`config.mk`:
```
export PLATFORM = sky130hd
export DESIGN_NAME = adc_seq_ctrl
export DESIGN_NICKNAME = d
export VERILOG_FILES = /design/src/rtl/adc_seq_pkg.sv /design/src/rtl/adc_seq_trigger.sv /design/src/rtl/adc_seq_pick.sv /design/src/rtl/adc_seq_fsm.sv /design/src/rtl/adc_seq_result.sv /design/src/rtl/adc_seq_ctrl.sv
export SDC_FILE = /design/constraint.sdc
export NUM_CORES = 1
export LEC_CHECK = 0
export BUFFER_PORTS_ARGS = -buffer_cell sky130_fd_sc_hd__buf_2
export CAP_MARGIN = 10
export CORE_ASPECT_RATIO = 2
export CORE_MARGIN = 2
export CORE_UTILIZATION = 50
export DETAILED_ROUTE_END_ITERATION = 16
export PLACE_DENSITY = 0.76
export SLEW_MARGIN = 20
export SYNTH_ARGS = -nofsm -noshare
export SYNTH_HDL_FRONTEND = slang
export SYNTH_SLANG_ARGS = --single-unit
```
`constraint.sdc`:
```
create_clock -name clk -period 3.4 [get_ports clk]
set_input_delay 0.17 -clock clk [delete_from_list [all_inputs] [get_ports clk]]
set_output_delay 0.17 -clock clk [all_outputs]
set_load 0.03 [all_outputs]
```
`src/rtl/adc_seq_pkg.sv`:
```
// Package: shared types of the input sequence controller.
// Assumes: a single clock domain; the enum is shared by the control FSM and the top.
package adc_seq_pkg;

    // Control states: idle, request pulse, waiting for the converter
    typedef enum logic [1:0] {
        ST_IDLE = 2'd0,
        ST_REQ  = 2'd1,
        ST_WAIT = 2'd2
    } seq_state_t;

endpackage

```
`src/rtl/adc_seq_trigger.sv`:
```
// Module: start qualifier.
// Merges the software strobe, the event trigger and free-run mode into one
// start pulse, which is raised only while the sequencer is idle.
// Assumes: the strobes are synchronous to clk; a strobe seen while busy is dropped.
module adc_seq_trigger (
    input  logic idle,
    input  logic sw_start,
    input  logic evt_trig,
    input  logic free_run,
    output logic start_fire
);

    // Accept any start source only when no sequence is running
    always_comb begin
        start_fire = idle & (sw_start | evt_trig | free_run);
    end

endmodule

```
`src/rtl/adc_seq_pick.sv`:
```
// Module: lowest-enabled-index finder.
// Returns the lowest set bit of mask whose index is at least lo.
// Assumes: lo is one bit wider than an index, so that lo == N means "none left".
module adc_seq_pick #(
    parameter int N_IN  = 16,
    parameter int SEL_W = $clog2(N_IN)
) (
    input  logic [N_IN-1:0]  mask,
    input  logic [SEL_W:0]   lo,
    output logic             found,
    output logic [SEL_W-1:0] idx
);

    localparam int LO_W = SEL_W + 1;

    logic [N_IN-1:0] eligible;

    // Keep only the mask bits at or above the lower bound
    for (genvar g = 0; g < N_IN; g++) begin : g_elig
        assign eligible[g] = mask[g] & (lo <= LO_W'(g));
    end

    // Priority scan from the top down, so the lowest eligible bit wins
    always_comb begin
        found = 1'b0;
        idx   = '0;
        for (int i = N_IN - 1; i >= 0; i--) begin
            if (eligible[i]) begin
                found = 1'b1;
                idx   = SEL_W'(i);
            end
        end
    end

endmodule

```
`src/rtl/adc_seq_fsm.sv`:
```
// Module: sequence control state machine.
// Captures the mask on start, steps the input pointer upward over the captured
// mask, issues one request per input and ends the sequence after the last done.
// Assumes: the converter answers every request with exactly one conv_done, no
// earlier than the cycle after the request.
module adc_seq_fsm
    import adc_seq_pkg::*;
#(
    parameter int N_IN  = 16,
    parameter int SEL_W = $clog2(N_IN)
) (
    input  logic             clk,
    input  logic             rst_n,
    input  logic             start_fire,
    input  logic [N_IN-1:0]  en_mask,
    input  logic [SEL_W-1:0] manual_sel,
    input  logic             first_found,
    input  logic [SEL_W-1:0] first_idx,
    input  logic             next_found,
    input  logic [SEL_W-1:0] next_idx,
    input  logic             conv_done,
    output seq_state_t       state,
    output logic [N_IN-1:0]  mask_q,
    output logic [SEL_W-1:0] cur_idx,
    output logic             accept
);

    // A done strobe counts only while a conversion is outstanding
    always_comb begin
        accept = (state == ST_WAIT) && conv_done;
    end

    // State, pointer and mask snapshot registers
    always_ff @(posedge clk) begin
        if (!rst_n) begin
            state   <= ST_IDLE;
            cur_idx <= '0;
            mask_q  <= '0;
        end else begin
            unique case (state)
                ST_IDLE: begin
                    if (start_fire) begin
                        mask_q  <= en_mask;
                        cur_idx <= first_found ? first_idx : manual_sel;
                        state   <= ST_REQ;
                    end
                end
                ST_REQ: begin
                    state <= ST_WAIT;
                end
                ST_WAIT: begin
                    if (conv_done) begin
                        if (next_found) begin
                            cur_idx <= next_idx;
                            state   <= ST_REQ;
                        end else begin
                            state <= ST_IDLE;
                        end
                    end
                end
                default: state <= ST_IDLE;
            endcase
        end
    end

    // the pointer only moves upward inside a sequence
    p_ascend_r1: assert property (@(posedge clk) disable iff (!rst_n)
        (accept && next_found) |=> (cur_idx > $past(cur_idx)));

    // with a non-empty snapshot every requested input is enabled in it
    p_enabled_r1: assert property (@(posedge clk) disable iff (!rst_n)
        (state == ST_REQ && mask_q != '0) |-> mask_q[cur_idx]);

    // the request state lasts a single cycle
    p_req_pulse_r4: assert property (@(posedge clk) disable iff (!rst_n)
        (state == ST_REQ) |=> (state == ST_WAIT));

endmodule

```
`src/rtl/adc_seq_result.sv`:
```
// Module: result capture.
// Registers converter data and the input number on each accepted done strobe
// and raises a one-cycle valid pulse.
// Assumes: tag_in holds the select that was driven for the finished conversion.
module adc_seq_result #(
    parameter int RES_W = 16,
    parameter int SEL_W = 4
) (
    input  logic             clk,
    input  logic             rst_n,
    input  logic             accept,
    input  logic [RES_W-1:0] data_in,
    input  logic [SEL_W-1:0] tag_in,
    output logic             res_valid,
    output logic [RES_W-1:0] res_data,
    output logic [SEL_W-1:0] res_tag
);

    // Capture data and tag together with the valid pulse
    always_ff @(posedge clk) begin
        if (!rst_n) begin
            res_valid <= 1'b0;
            res_data  <= '0;
            res_tag   <= '0;
        end else begin
            res_valid <= accept;
            if (accept) begin
                res_data <= data_in;
                res_tag  <= tag_in;
            end
        end
    end

    // the tag matches the select that was driven during the conversion
    p_tag_match_r3: assert property (@(posedge clk) disable iff (!rst_n)
        res_valid |-> (res_tag == $past(tag_in)));

    // a result pulse never lasts two cycles
    p_valid_pulse_r3: assert property (@(posedge clk) disable iff (!rst_n)
        res_valid |=> !res_valid);

endmodule

```
`src/rtl/adc_seq_ctrl.sv`:
```
// Module: ADC input sequence controller (top).
// Scans the enabled differential inputs from low to high, one conversion each,
// tags each result with its input number and holds busy for the whole sequence.
// Assumes: synchronous active-low reset; the converter returns one conv_done per
// conv_req; the converter is not part of this block.
module adc_seq_ctrl
    import adc_seq_pkg::*;
#(
    parameter int N_IN  = 16,
    parameter int SEL_W = $clog2(N_IN),
    parameter int RES_W = 16
) (
    input  logic             clk,
    input  logic             rst_n,
    input  logic [N_IN-1:0]  en_mask,
    input  logic [SEL_W-1:0] manual_sel,
    input  logic             sw_start,
    input  logic             evt_trig,
    input  logic             free_run,
    input  logic             conv_done,
    input  logic [RES_W-1:0] conv_data,
    output logic [SEL_W-1:0] mux_sel,
    output logic             conv_req,
    output logic             res_valid,
    output logic [RES_W-1:0] res_data,
    output logic [SEL_W-1:0] res_tag,
    output logic             busy
);

    localparam int LO_W = SEL_W + 1;

    seq_state_t       state;
    logic [N_IN-1:0]  mask_q;
    logic [SEL_W-1:0] cur_idx;
    logic             accept;
    logic             start_fire;
    logic             first_found;
    logic [SEL_W-1:0] first_idx;
    logic             next_found;
    logic [SEL_W-1:0] next_idx;
    logic [LO_W-1:0]  next_lo;

    // Status and converter-facing outputs decoded from the control state
    always_comb begin
        busy     = (state != ST_IDLE);
        conv_req = (state == ST_REQ);
        mux_sel  = cur_idx;
        next_lo  = LO_W'(cur_idx) + LO_W'(1);
    end

    adc_seq_trigger u_trig (
        .idle       (!busy),
        .sw_start   (sw_start),
        .evt_trig   (evt_trig),
        .free_run   (free_run),
        .start_fire (start_fire)
    );

    adc_seq_pick #(.N_IN(N_IN), .SEL_W(SEL_W)) u_pick_first (
        .mask  (en_mask),
        .lo    ('0),
        .found (first_found),
        .idx   (first_idx)
    );

    adc_seq_pick #(.N_IN(N_IN), .SEL_W(SEL_W)) u_pick_next (
        .mask  (mask_q),
        .lo    (next_lo),
        .found (next_found),
        .idx   (next_idx)
    );

    adc_seq_fsm #(.N_IN(N_IN), .SEL_W(SEL_W)) u_fsm (
        .clk         (clk),
        .rst_n       (rst_n),
        .start_fire  (start_fire),
        .en_mask     (en_mask),
        .manual_sel  (manual_sel),
        .first_found (first_found),
        .first_idx   (first_idx),
        .next_found  (next_found),
        .next_idx    (next_idx),
        .conv_done   (conv_done),
        .state       (state),
        .mask_q      (mask_q),
        .cur_idx     (cur_idx),
        .accept      (accept)
    );

    adc_seq_result #(.RES_W(RES_W), .SEL_W(SEL_W)) u_res (
        .clk       (clk),
        .rst_n     (rst_n),
        .accept    (accept),
        .data_in   (conv_data),
        .tag_in    (mux_sel),
        .res_valid (res_valid),
        .res_data  (res_data),
        .res_tag   (res_tag)
    );

    // busy holds until the final done strobe of the sequence
    p_busy_hold_r2: assert property (@(posedge clk) disable iff (!rst_n)
        (busy && !(accept && !next_found)) |=> busy);

    // the select is stable while the converter works
    p_sel_stable_r4: assert property (@(posedge clk) disable iff (!rst_n)
        (state == ST_WAIT) |-> $stable(mux_sel));

    // a result appears only after an outstanding request
    p_no_ghost_r10: assert property (@(posedge clk) disable iff (!rst_n)
        res_valid |-> $past(busy));

endmodule

```
==> results of run 1 <==
[flip-flops by register name, indices dropped and copies added, names as in the netlist]
signal / flops
u_res.res_tag: 4
u_fsm.cur_idx: 4
u_fsm.state: 2
u_res.res_valid: 1
u_res.res_data: 16
u_fsm.mask_q: 16
[synth_stat cells (2+ instances only)]
library cell	instances
nor4_1	3
o21ai_0	15
a211oi_1	7
and3_1	3
a41oi_1	2
dfxtp_1	43
nor2_1	16
nand2_1	86
o22ai_1	2
buf_2	2
or2_2	3
o21a_1	5
buf_4	3
a21o_1	4
and2_1	4
nand3_1	7
a21oi_1	14
a21boi_0	37
inv_1	10
nor3_1	3
o21bai_1	2
a31oi_1	4
clkbuf_1	11
o31ai_1	5
o221ai_1	2
nand2b_1	10
ha_1	5
a22o_1	3
nor2b_1	4
o2111ai_1	2
[layout by cell type, fill, tap and decap left out, types with 3 or more instances in the layout]
cell type,instances
a211oi_1,7
a21boi_0,37
a21o_1,4
a21oi_1,14
a22o_1,3
a31oi_1,4
and2_1,4
and3_1,3
buf_2,68
buf_4,6
clkbuf_8,5
dfxtp_1,42
ha_1,5
inv_1,10
nand2_1,86
nand2b_1,10
nand3_1,7
nor2_1,16
nor2b_1,4
nor3_1,3
nor4_1,3
o21a_1,5
o21ai_0,15
o31ai_1,5
or2_2,3
[cell families (layout without fill, tap and decap cells)]
| logic type | after synthesis | in the layout | share of synthesized area, % |
|---|---|---|---|
| adders and majority gates | 6 | 6 | 2.76 |
| muxes | 2 | 2 | 0.808 |
| DFF | 43 | 43 | 32.7 |
| AOI/OAI and AO/OA | 117 | 117 | 32.6 |
| buffers and inverters | 29 | 92 | 4.99 |
| xor gates and xnor gates | 2 | 2 | 1.66 |
| and+or+nand+nor | 144 | 144 | 24.5 |
[layout make-up]
type	instances	area, um2
Fill cell	503	2000
Multi-Input combinational cell	271	1640
Sequential cell	43	862
Timing Repair Buffer	74	385
Tap cell	58	72.6
Clock buffer	5	68.8
Inverter	10	37.5
Clock inverter	3	23.8
[where the power goes]
| part | internal (W) | switching [W] |
|---|---|---|
| clock | 0.000147 | 0.000203 |
| combinational | 0.000210 | 0.000345 |
| sequential | 0.000545 | 0.0000558 |
| total | 0.000902 | 0.000604 |
[metrics by stage]
step | hold WS (ns) | worst slack [ns] | total power, W | util (%) | cells
finish | 0.0928 | 0.279 | 0.00151 | 60.7 | 464
global route | 0.106 | 0.116 | 0.00159 | 60.7 | 464
CTS | 0.0876 | 0.216 | 0.00151 | 60.7 | 464
detailed placement | 0.430 | 0.227 | 0.00116 | 58.9 | 456
global placement | 0.421 | 0.319 | 0.00115 | 58.9 | 456
floorplan | 0.308 | 0.398 | 0.000994 | - | 343
[path summary, 6_finish.rpt]
kind / cells after the start / to / slack (ns)
worst min-delay path: 3 / u_res.res_data[9] / 0.09
worst min register to register: 2 / u_res.res_tag[0] / 0.46
worst max-delay path: 9 / u_fsm.cur_idx[0] / 0.28
worst max register to register: 9 / u_fsm.cur_idx[0] / 0.28
[critical path, stage by stage, from the launching register on]
cell and delay (ns):
dfxtp_2 0.46, inv_1 0.09, ha_1 0.39, nand2b_1 0.23, o21ai_0 0.30, a41oi_1 0.27, or4b_1 0.60, o41a_4 0.41
o21ai_0 0.17, a31oi_1 0.06
[metal layers]
| layer | GRT usage, % | up-vias | wire length [um] |
|---|---|---|---|
| li1 | - | 1331 | - |
| met1 | 26.6 | 1210 | 2800 |
| met2 | 52.4 | 89 | 4280 |
| met3 | 4.22 | 28 | 295 |
| met4 | 16.0 | 0 | 368 |
| met5 | 0 | - | 0 |
[what timing repair did]
item                       in CTS  in global routing
setup endpoints to repair       0                  2
hold buffers                    0                  0
gates resized for setup         0                  1
==> results.md, run 1 <==
* Status: finished, final reports clean
* Top cell type's share of synthesized area at 32.7%
* Die Ht at 107 um
* Core area at 5090 um2
* TritonRoute pass-1 iters at 4
* Post-Synthesis Cells at 343
* Req. time, crit path at 3.60 ns
* Final TNS setup at 0 ns
* RSZ-0062 raised after global routing: false
* Crit. End Element: flip-flop
* Rel. slew slack at 30.3%
* Initial core utilization at 51.7%
* PortBufs at 68
* Hold_sp: conv_data[9]
* Largest fanout on the critical path at 13
* Root Buffer: clkbuf_8
* DIE WIDTH at 55.3 um
* Netlist cell types at 56
* Via/cell ratio at 5.73
* CTS H-tree depth at 2
* I/O pin count at 69
* Routability Congestion at 0.938
* Initial antenna violation count at 0
* CP Class: flip-flop to flip-flop
* Synth Flop Type: dfxtp_1
* Final Max Slew Viols at 0
* Tmin final at 3.12 ns
* VDD IR max at 0.487 mV
* Worst Setup Start Kind: flip-flop
* DP Area at 3000 um2
* Clk slew on worst S/H paths at 0.09 ns
* Arr. time, crit path at 3.32 ns
* # DRC at 0
* Clock buffer depth at 2
* Least-Margin Pin Slew at 1.04 ns
* Initial DRC count at 113
* CTS tree: done
* Synth-to-Final Area Change at 17.4%
* Highest clock rate at 320 MHz
* Final Instance Area at 3090 um2
* Routed WL at 7750 um
* Die Area at 5900 um2
* Worst Hold Class: input pin to flip-flop
* Vias at 2658
* Synth warn at 0
* Sequential share of the synthesized area at 32.7%
* CTS buffer count at 5
* Clock skew at 0.00190 ns
* Synth top area cells: dfxtp_1 (33%), nand2_1 (12%), a21boi_0 (11%), o21ai_0 (2.9%), a21oi_1 (2.7%)
* Leak pwr at 1.29 nW
* Cell Area, Synth at 2630 um2
* Clk sinks at 43
* Syn Nets at 390
* Routed Antenna Nets at 0
* Gr usage total at 27.3%
* Vias in the first global route at 2532
* Reg2reg start: u_fsm.cur_idx[1]
* Setup bufs post-CTS at 0
* Post-synth EDFFs at 0
* Count of max-cap constraint violations at 0
* Post-layout nets at 452
* Largest area contributor in the netlist: dfxtp_1
* Global-route wire length before repair at 12500 um
* Ant. Diodes at 0
* DR WL/cell at 16.7 um
* Worst Setup SP: u_fsm.cur_idx[1]
* Clk Latency, worst-skew pair at 0.31 ns
* Largest net degree at the start of global routing at 44
* Pwr dens at 487 nW/um2
* Final Hold Fails at 0
* Finish-stage setup viols at 0
* Core Rows at 37
* Grt total ovfl at 0
* Final worst-path cycle share at 91.8%
* Syn_area_per_cell at 7.68 um2
* DP Wirelength at 5910 um
* Ys async rst share at 0%
* Layout cells sized above 1 at 22.9%
* Synth Register Bits at 43
(Power assumes the default switching activity.)
==> inputs of run 2 (changes only) <==
RECOVER_POWER = 50   (was default)
==> run 2 against run 1 <==
Non-clock buffer count unchanged. Cell count did not move. Critical path type unchanged. Largest cell class unchanged. Highest routed layer unchanged. Final area shrank 1.2%.
==> results.md, run 2 (same netlist as run 1, synthesis figures left out) <==
* Cts hold-fix bufs at 0 (unchanged)
* Least-Margin Pin Slew at 1.03 ns (was 1.04 ns)
* Hold Path Stages at 3 (unchanged)
* Initial core utilization at 51.7% (unchanged)
* Hold_sp: conv_data[6] (was conv_data[9])
* Root Buffer: clkbuf_8 (unchanged)
* Crit-path cells: inv_1 > ha_1 > nand2b_1 > o21ai_0 > a41oi_1 > or4b_1 > o41a_4 > o21ai_0 > a31oi_1 (unchanged)
* Grt total ovfl at 0 (unchanged)
* Highest clock rate at 320 MHz (about the same)
* Core Rows at 37 (unchanged)
* Clk sinks at 43 (unchanged)
* Clk Latency, worst-skew pair at 0.32 ns (was 0.31 ns)
* Final TNS setup at 0 ns (unchanged)
* Vias at 2668 (was 2658)
* Reg2reg start: u_fsm.cur_idx[1] (unchanged)
* Pwr dens at 490 nW/um2 (was 487 nW/um2)
* Tot Pwr at 0.00150 W (was 0.00151 W)
* Post-CTS resize count at 0 (unchanged)
* CTS tree: done (unchanged)
* Final Max Slew Viols at 0 (unchanged)
* Most frequent cells in the layout: nand2_1 (86), buf_2 (42), dfxtp_1 (42) (was nand2_1 (86), buf_2 (68), dfxtp_1 (42))
* CTS buffer count at 5 (unchanged)
* Final worst-path cycle share at 91.9% (was 91.8%)
* VDD IR max at 0.487 mV (about the same)
* Status: finished, final reports clean (unchanged)
* Final Hold Fails at 0 (unchanged)
* RSZ-0062 raised after global routing: false (unchanged)
* Clk slew on worst S/H paths at 0.09 ns (about the same)
* TritonRoute pass-1 iters at 4 (unchanged)
* Routed WL at 7750 um (about the same)
* Routed Antenna Nets at 0 (unchanged)
* CP delay by family, top: compound AO/OA/AOI/OAI gates (unchanged)
* Crit-path slowest cell: or4b_1 (unchanged)
* Tmin final at 3.12 ns (about the same)
* Ant. Diodes at 0 (unchanged)
* DIE WIDTH at 55.3 um (unchanged)
* Clock buffer depth at 2 (unchanged)
* Die Ht at 107 um (unchanged)
* Die Area at 5900 um2 (unchanged)
* Rel. slew slack at 31.2% (was 30.3%)
* Most common cell after layout, fill and taps aside: nand2_1 (unchanged)
* # DRC at 0 (unchanged)
* I/O pin count at 69 (unchanged)
* Worst Setup Start Kind: flip-flop (unchanged)
* PortBufs at 68 (unchanged)
* Routability Congestion at 0.938 (unchanged)
* Core area at 5090 um2 (unchanged)
* CTS H-tree depth at 2 (unchanged)
* Via/cell ratio at 5.75 (was 5.73)
* Count of max-cap constraint violations at 0 (unchanged)
* Leak pwr at 1.17 nW (was 1.29 nW)
* R2R cell count at 9 (unchanged)
* Cell mode on critical path: o21ai_0 (unchanged)
* DP Wirelength at 5910 um (unchanged)
* CP Class: flip-flop to flip-flop (unchanged)
* Finish-stage setup viols at 0 (unchanged)
* Initial antenna violation count at 0 (unchanged)
* Synth-to-Final Area Change at 16.0% (was 17.4%)
* Vias in the first global route at 2532 (unchanged)
* WP buf/inv at 1 (unchanged)
* Setup bufs post-CTS at 0 (unchanged)
* WHS Endpoint: u_res.res_data[6] (was u_res.res_data[9])
* Critical Path Max Stage Delay at 0.61 ns (was 0.60 ns)
* Gr usage total at 27.3% (unchanged)
* Largest net degree at the start of global routing at 44 (unchanged)
* Initial DRC count at 104 (was 113)
* Layout cells sized above 1 at 16.3% (was 22.9%)
* Largest fanout on the critical path at 13 (unchanged)
* Post-layout nets at 452 (unchanged)
* Crit. End Element: flip-flop (unchanged)
* Arr. time, crit path at 3.32 ns (about the same)
* DR WL/cell at 16.7 um (about the same)
* Worst Hold Class: input pin to flip-flop (unchanged)
* R2R setup slack at 0.28 ns (about the same)
* Req. time, crit path at 3.60 ns (about the same)
* Largest registers: u_fsm.mask_q (16), u_res.res_data (16) (unchanged)
* Global-route wire length before repair at 12500 um (unchanged)
* FF-to-FF End: u_fsm.cur_idx[0] (unchanged)
* Clock skew at 0.00250 ns (was 0.00190 ns)
[run 2: changes by cell type in the layout (fill, tap and decap cells not counted), sizes merged]
cell	delta
buf	-27
clkbuf	+27
[run 2: layout make-up]
| type | instances | area (um2) |
|---|---|---|
| inverters | 10 | 37.5 |
| multi-input cells | 271 | 1640 |
| flip-flops and latches | 43 | 862 |
| fillers | 516 | 2040 |
| clock inverters | 3 | 23.8 |
| well taps | 58 | 72.6 |
| clock buffers | 5 | 68.8 |
| repair buffers | 74 | 349 |
[run 2: per-layer routing]
metal / GRT usage [%] / vias up / share of wire (%)
li1: - / 1332 / -
met1: 26.6 / 1222 / 36
met3: 4.22 / 28 / 3.8
met5: 0 / - / 0
met2: 52.4 / 86 / 55
met4: 16.0 / 0 / 5.0
[run 2: how the worst max path moves through the flow]
stage                           startpoint          endpoint  slack, ns  cells past startpoint
final                     u_fsm.cur_idx[1]  u_fsm.cur_idx[0]       0.28                      9
after global routing      u_fsm.cur_idx[0]  u_fsm.cur_idx[0]       0.11                      9
after CTS                 u_fsm.cur_idx[1]  u_fsm.cur_idx[0]       0.22                      9
after detailed placement  u_fsm.cur_idx[1]  u_fsm.cur_idx[0]       0.23                      9
after global placement    u_fsm.cur_idx[1]  u_fsm.cur_idx[0]       0.32                      9
after floorplan           u_fsm.cur_idx[0]  u_fsm.cur_idx[3]       0.40                     10
[run 2: worst min-delay path, stage by stage]
cell and delay (ns):
buf_2 0.09, nand2_1 0.04, a21boi_0 0.06
[run 2: power breakdown]
part           total (W)  switching, W  leakage (nW)  internal, W
logic           0.000548      0.000345         0.779     0.000203
clock network   0.000350      0.000203        0.0408     0.000147
registers       0.000601     0.0000559         0.352     0.000545
total            0.00150      0.000603          1.17     0.000895
[run 2: per-stage QoR]
step / setup slack (ns) / util [%] / hold slack [ns] / cell area [um2] / std cells
after floorplan: 0.398 / - / 0.308 / 2630 / 343
after global placement: 0.319 / 58.9 / 0.421 / 3000 / 456
after detailed placement: 0.227 / 58.9 / 0.430 / 3000 / 456
after CTS: 0.216 / 60.7 / 0.0876 / 3090 / 464
after global routing: 0.111 / 60.0 / 0.106 / 3060 / 464
final: 0.276 / 60.0 / 0.0924 / 3060 / 464
==> inputs of run 3 (changes only) <==
GPL_TIMING_DRIVEN = 0   (was default)
==> run 3 against run 2 <==
Core utilization grew 1.5 points. Largest power group is now combinational logic. Global-route usage about the same. First-iteration DRC count is 5.8% higher. Critical path type unchanged. Routed wire length rose by 1.4%. Count of clock-buffer cells in the layout is the same.
==> results.md, run 3 (same netlist as run 1, synthesis figures left out) <==
* Status: finished, final reports clean (unchanged)
* Most common cell after layout, fill and taps aside: nand2_1 (unchanged)
* Hold Path Stages at 3 (unchanged)
* Highest clock rate at 305 MHz (was 320 MHz)
* Core area at 5090 um2 (unchanged)
* FF-to-FF End: u_fsm.cur_idx[2] (was u_fsm.cur_idx[0])
* Die Ht at 107 um (unchanged)
* DP Area at 3050 um2 (was 3000 um2)
* Worst Setup Start Kind: flip-flop (unchanged)
* Final Hold Fails at 0 (unchanged)
* CTS H-tree depth at 2 (unchanged)
* Initial antenna violation count at 0 (unchanged)
* Hold_sp: conv_data[0] (was conv_data[6])
* Sequential Power Share at 38.1% (was 40.1%)
* Largest registers: u_fsm.mask_q (16), u_res.res_data (16) (unchanged)
* Pwr dens at 488 nW/um2 (was 490 nW/um2)
* R2R setup slack at 0.12 ns (was 0.28 ns)
* DR WL/cell at 16.5 um (was 16.7 um)
* Req. time, crit path at 3.63 ns (was 3.60 ns)
* Final Max Slew Viols at 0 (unchanged)
* # DRC at 0 (unchanged)
* VDD IR max at 0.449 mV (was 0.487 mV)
* Ant. Diodes at 0 (unchanged)
* Initial DRC count at 110 (was 104)
* Most frequent cells in the layout: nand2_1 (86), buf_2 (42), dfxtp_1 (42) (unchanged)
* Rel. slew slack at 56.3% (was 31.2%)
* Routed WL at 7860 um (was 7750 um)
* Comb power frac at 38.5% (was 36.5%)
* Leak pwr at 1.20 nW (was 1.17 nW)
* CTS buffer count at 5 (unchanged)
* CTS tree: done (unchanged)
* RSZ-0062 raised after global routing: false (unchanged)
* Sw frac at 40.3% (about the same)
* Arr. time, crit path at 3.51 ns (was 3.32 ns)
* Largest fanout on the critical path at 9 (was 13)
* Largest net degree at the start of global routing at 17 (was 44)
* Clk slew on worst S/H paths at 0.10 ns (was 0.09 ns)
* Clock buffer depth at 2 (unchanged)
* CP Class: flip-flop to flip-flop (unchanged)
* Vias in the first global route at 2665 (was 2532)
* R2R cell count at 10 (was 9)
* WHS Endpoint: u_res.res_data[0] (was u_res.res_data[6])
* Root Buffer: clkbuf_8 (unchanged)
* Layout cells sized above 1 at 16.9% (was 16.3%)
* Core Rows at 37 (unchanged)
* Clock skew at 0.00966 ns (was 0.00250 ns)
* Grt total ovfl at 0 (unchanged)
* Worst Hold Class: input pin to flip-flop (unchanged)
* Initial core utilization at 51.7% (unchanged)
* Reg2reg start: u_fsm.cur_idx[1] (unchanged)
* Filler cells at 537 (was 516)
* DIE WIDTH at 55.3 um (unchanged)
* Cts hold-fix bufs at 0 (unchanged)
* Vias at 2699 (was 2668)
* Switch Pwr at 0.000617 W (was 0.000603 W)
* Final worst-path cycle share at 96.5% (was 91.9%)
* Final core occ at 61.5% (was 60.0%)
* Gr usage total at 27.3% (about the same)
* Global-route wire length before repair at 12600 um (was 12500 um)
* Routed Antenna Nets at 0 (unchanged)
* Clk sinks at 43 (unchanged)
* Clk Latency, worst-skew pair at 0.31 ns (was 0.32 ns)
* Finish-stage setup viols at 0 (unchanged)
* Count of max-cap constraint violations at 0 (unchanged)
* Post-CTS resize count at 2 (was 0)
* Setup bufs post-CTS at 0 (unchanged)
* Die Area at 5900 um2 (unchanged)
* Tmin final at 3.28 ns (was 3.12 ns)
* P_int at 0.000912 W (was 0.000895 W)
* Synth-to-Final Area Change at 18.9% (was 16.0%)
* DP Wirelength at 6410 um (was 5910 um)
* Post-layout nets at 465 (was 452)
* Final Instance Area at 3130 um2 (was 3060 um2)
* I/O pin count at 69 (unchanged)
* PortBufs at 68 (unchanged)
* Routability Congestion at 0.940 (was 0.938)
* Crit. End Element: flip-flop (unchanged)
* Clk pwr share at 23.4% (was 23.3%)
* TritonRoute pass-1 iters at 4 (unchanged)
* Least-Margin Pin Slew at 0.648 ns (was 1.03 ns)
* Via/cell ratio at 5.66 (was 5.75)
[run 3: cell types whose count changed in the layout (fill, tap and decap cells not counted), sizes merged]
cell,change
clkbuf,+13
clkinvlp,-2
inv,+1
clkinv,+1
[run 3: cell type report]
cell class              instances  area, um2  share of cell area [%]
multi-input cells             271       1660                    53.0
flip-flops and latches         43        862                    27.5
repair buffers                 68        307                    9.79
plain buffers                  19       98.8                    3.16
well taps                      58       72.6                    2.32
clock buffers                   5       68.8                    2.20
inverters                      10       37.5                    1.20
clock inverters                 3       26.3                   0.839
[run 3: power groups by stage]
| stage | Clock (W) | Combinational (W) | Sequential (W) |
|---|---|---|---|
| 3_3_place_gp | 0 | 0.000575 | 0.000590 |
| 3_5_place_dp | 0 | 0.000576 | 0.000591 |
| 5_1_grt | 0.000378 | 0.000642 | 0.000588 |
| 2_1_floorplan | 0 | 0.000379 | 0.000615 |
| 6_report | 0.000358 | 0.000589 | 0.000582 |
| 4_1_cts | 0.000364 | 0.000583 | 0.000580 |
[run 3: worst max-delay path by stage]
stage                                 from  cells past startpoint  slack [ns]               end
after floorplan           u_fsm.cur_idx[0]                     10        0.40  u_fsm.cur_idx[3]
after global placement    u_fsm.cur_idx[1]                     10       -0.15  u_fsm.cur_idx[2]
after detailed placement  u_fsm.cur_idx[1]                     10       -0.11  u_fsm.cur_idx[2]
after CTS                 u_fsm.cur_idx[1]                     10       0.007  u_fsm.cur_idx[2]
after global routing      u_fsm.cur_idx[1]                     10        0.01  u_fsm.cur_idx[2]
final                     u_fsm.cur_idx[1]                     10        0.12  u_fsm.cur_idx[2]
[run 3: through the flow]
step,total power [W],TNS (ns),setup WS (ns),std cells,hold WS [ns]
6_report,0.00153,0,0.118,477,0.0941
5_1_grt,0.00161,0,0.0134,477,0.103
4_1_cts,0.00153,0,0.00657,477,0.0889
3_5_place_dp,0.00117,-0.401,-0.110,469,0.430
3_3_place_gp,0.00117,-0.562,-0.152,469,0.421
2_1_floorplan,0.000994,0,0.398,343,0.308
[run 3: routing by layer]
metal  vias up  wire [um]  global-route usage [%]  part of all wire [%]
met5         -          0                       0                     0
met1      1229       2800                    24.9                    36
met2        85       4510                    55.1                    57
met4         0        334                    16.2                   4.3
li1       1364          -                       -                     -
met3        21        220                    2.90                   2.8
[run 3: critical path, stage by stage (launching register included)]
cell      delay [ns]
dfxtp_1         0.46
clkbuf_4        0.26
inv_1           0.08
ha_2            0.40
nand2b_2        0.14
o31ai_4         0.29
a41oi_2         0.23
or4b_1          0.59
o41a_4          0.43
o21a_1          0.14
a21oi_1         0.17
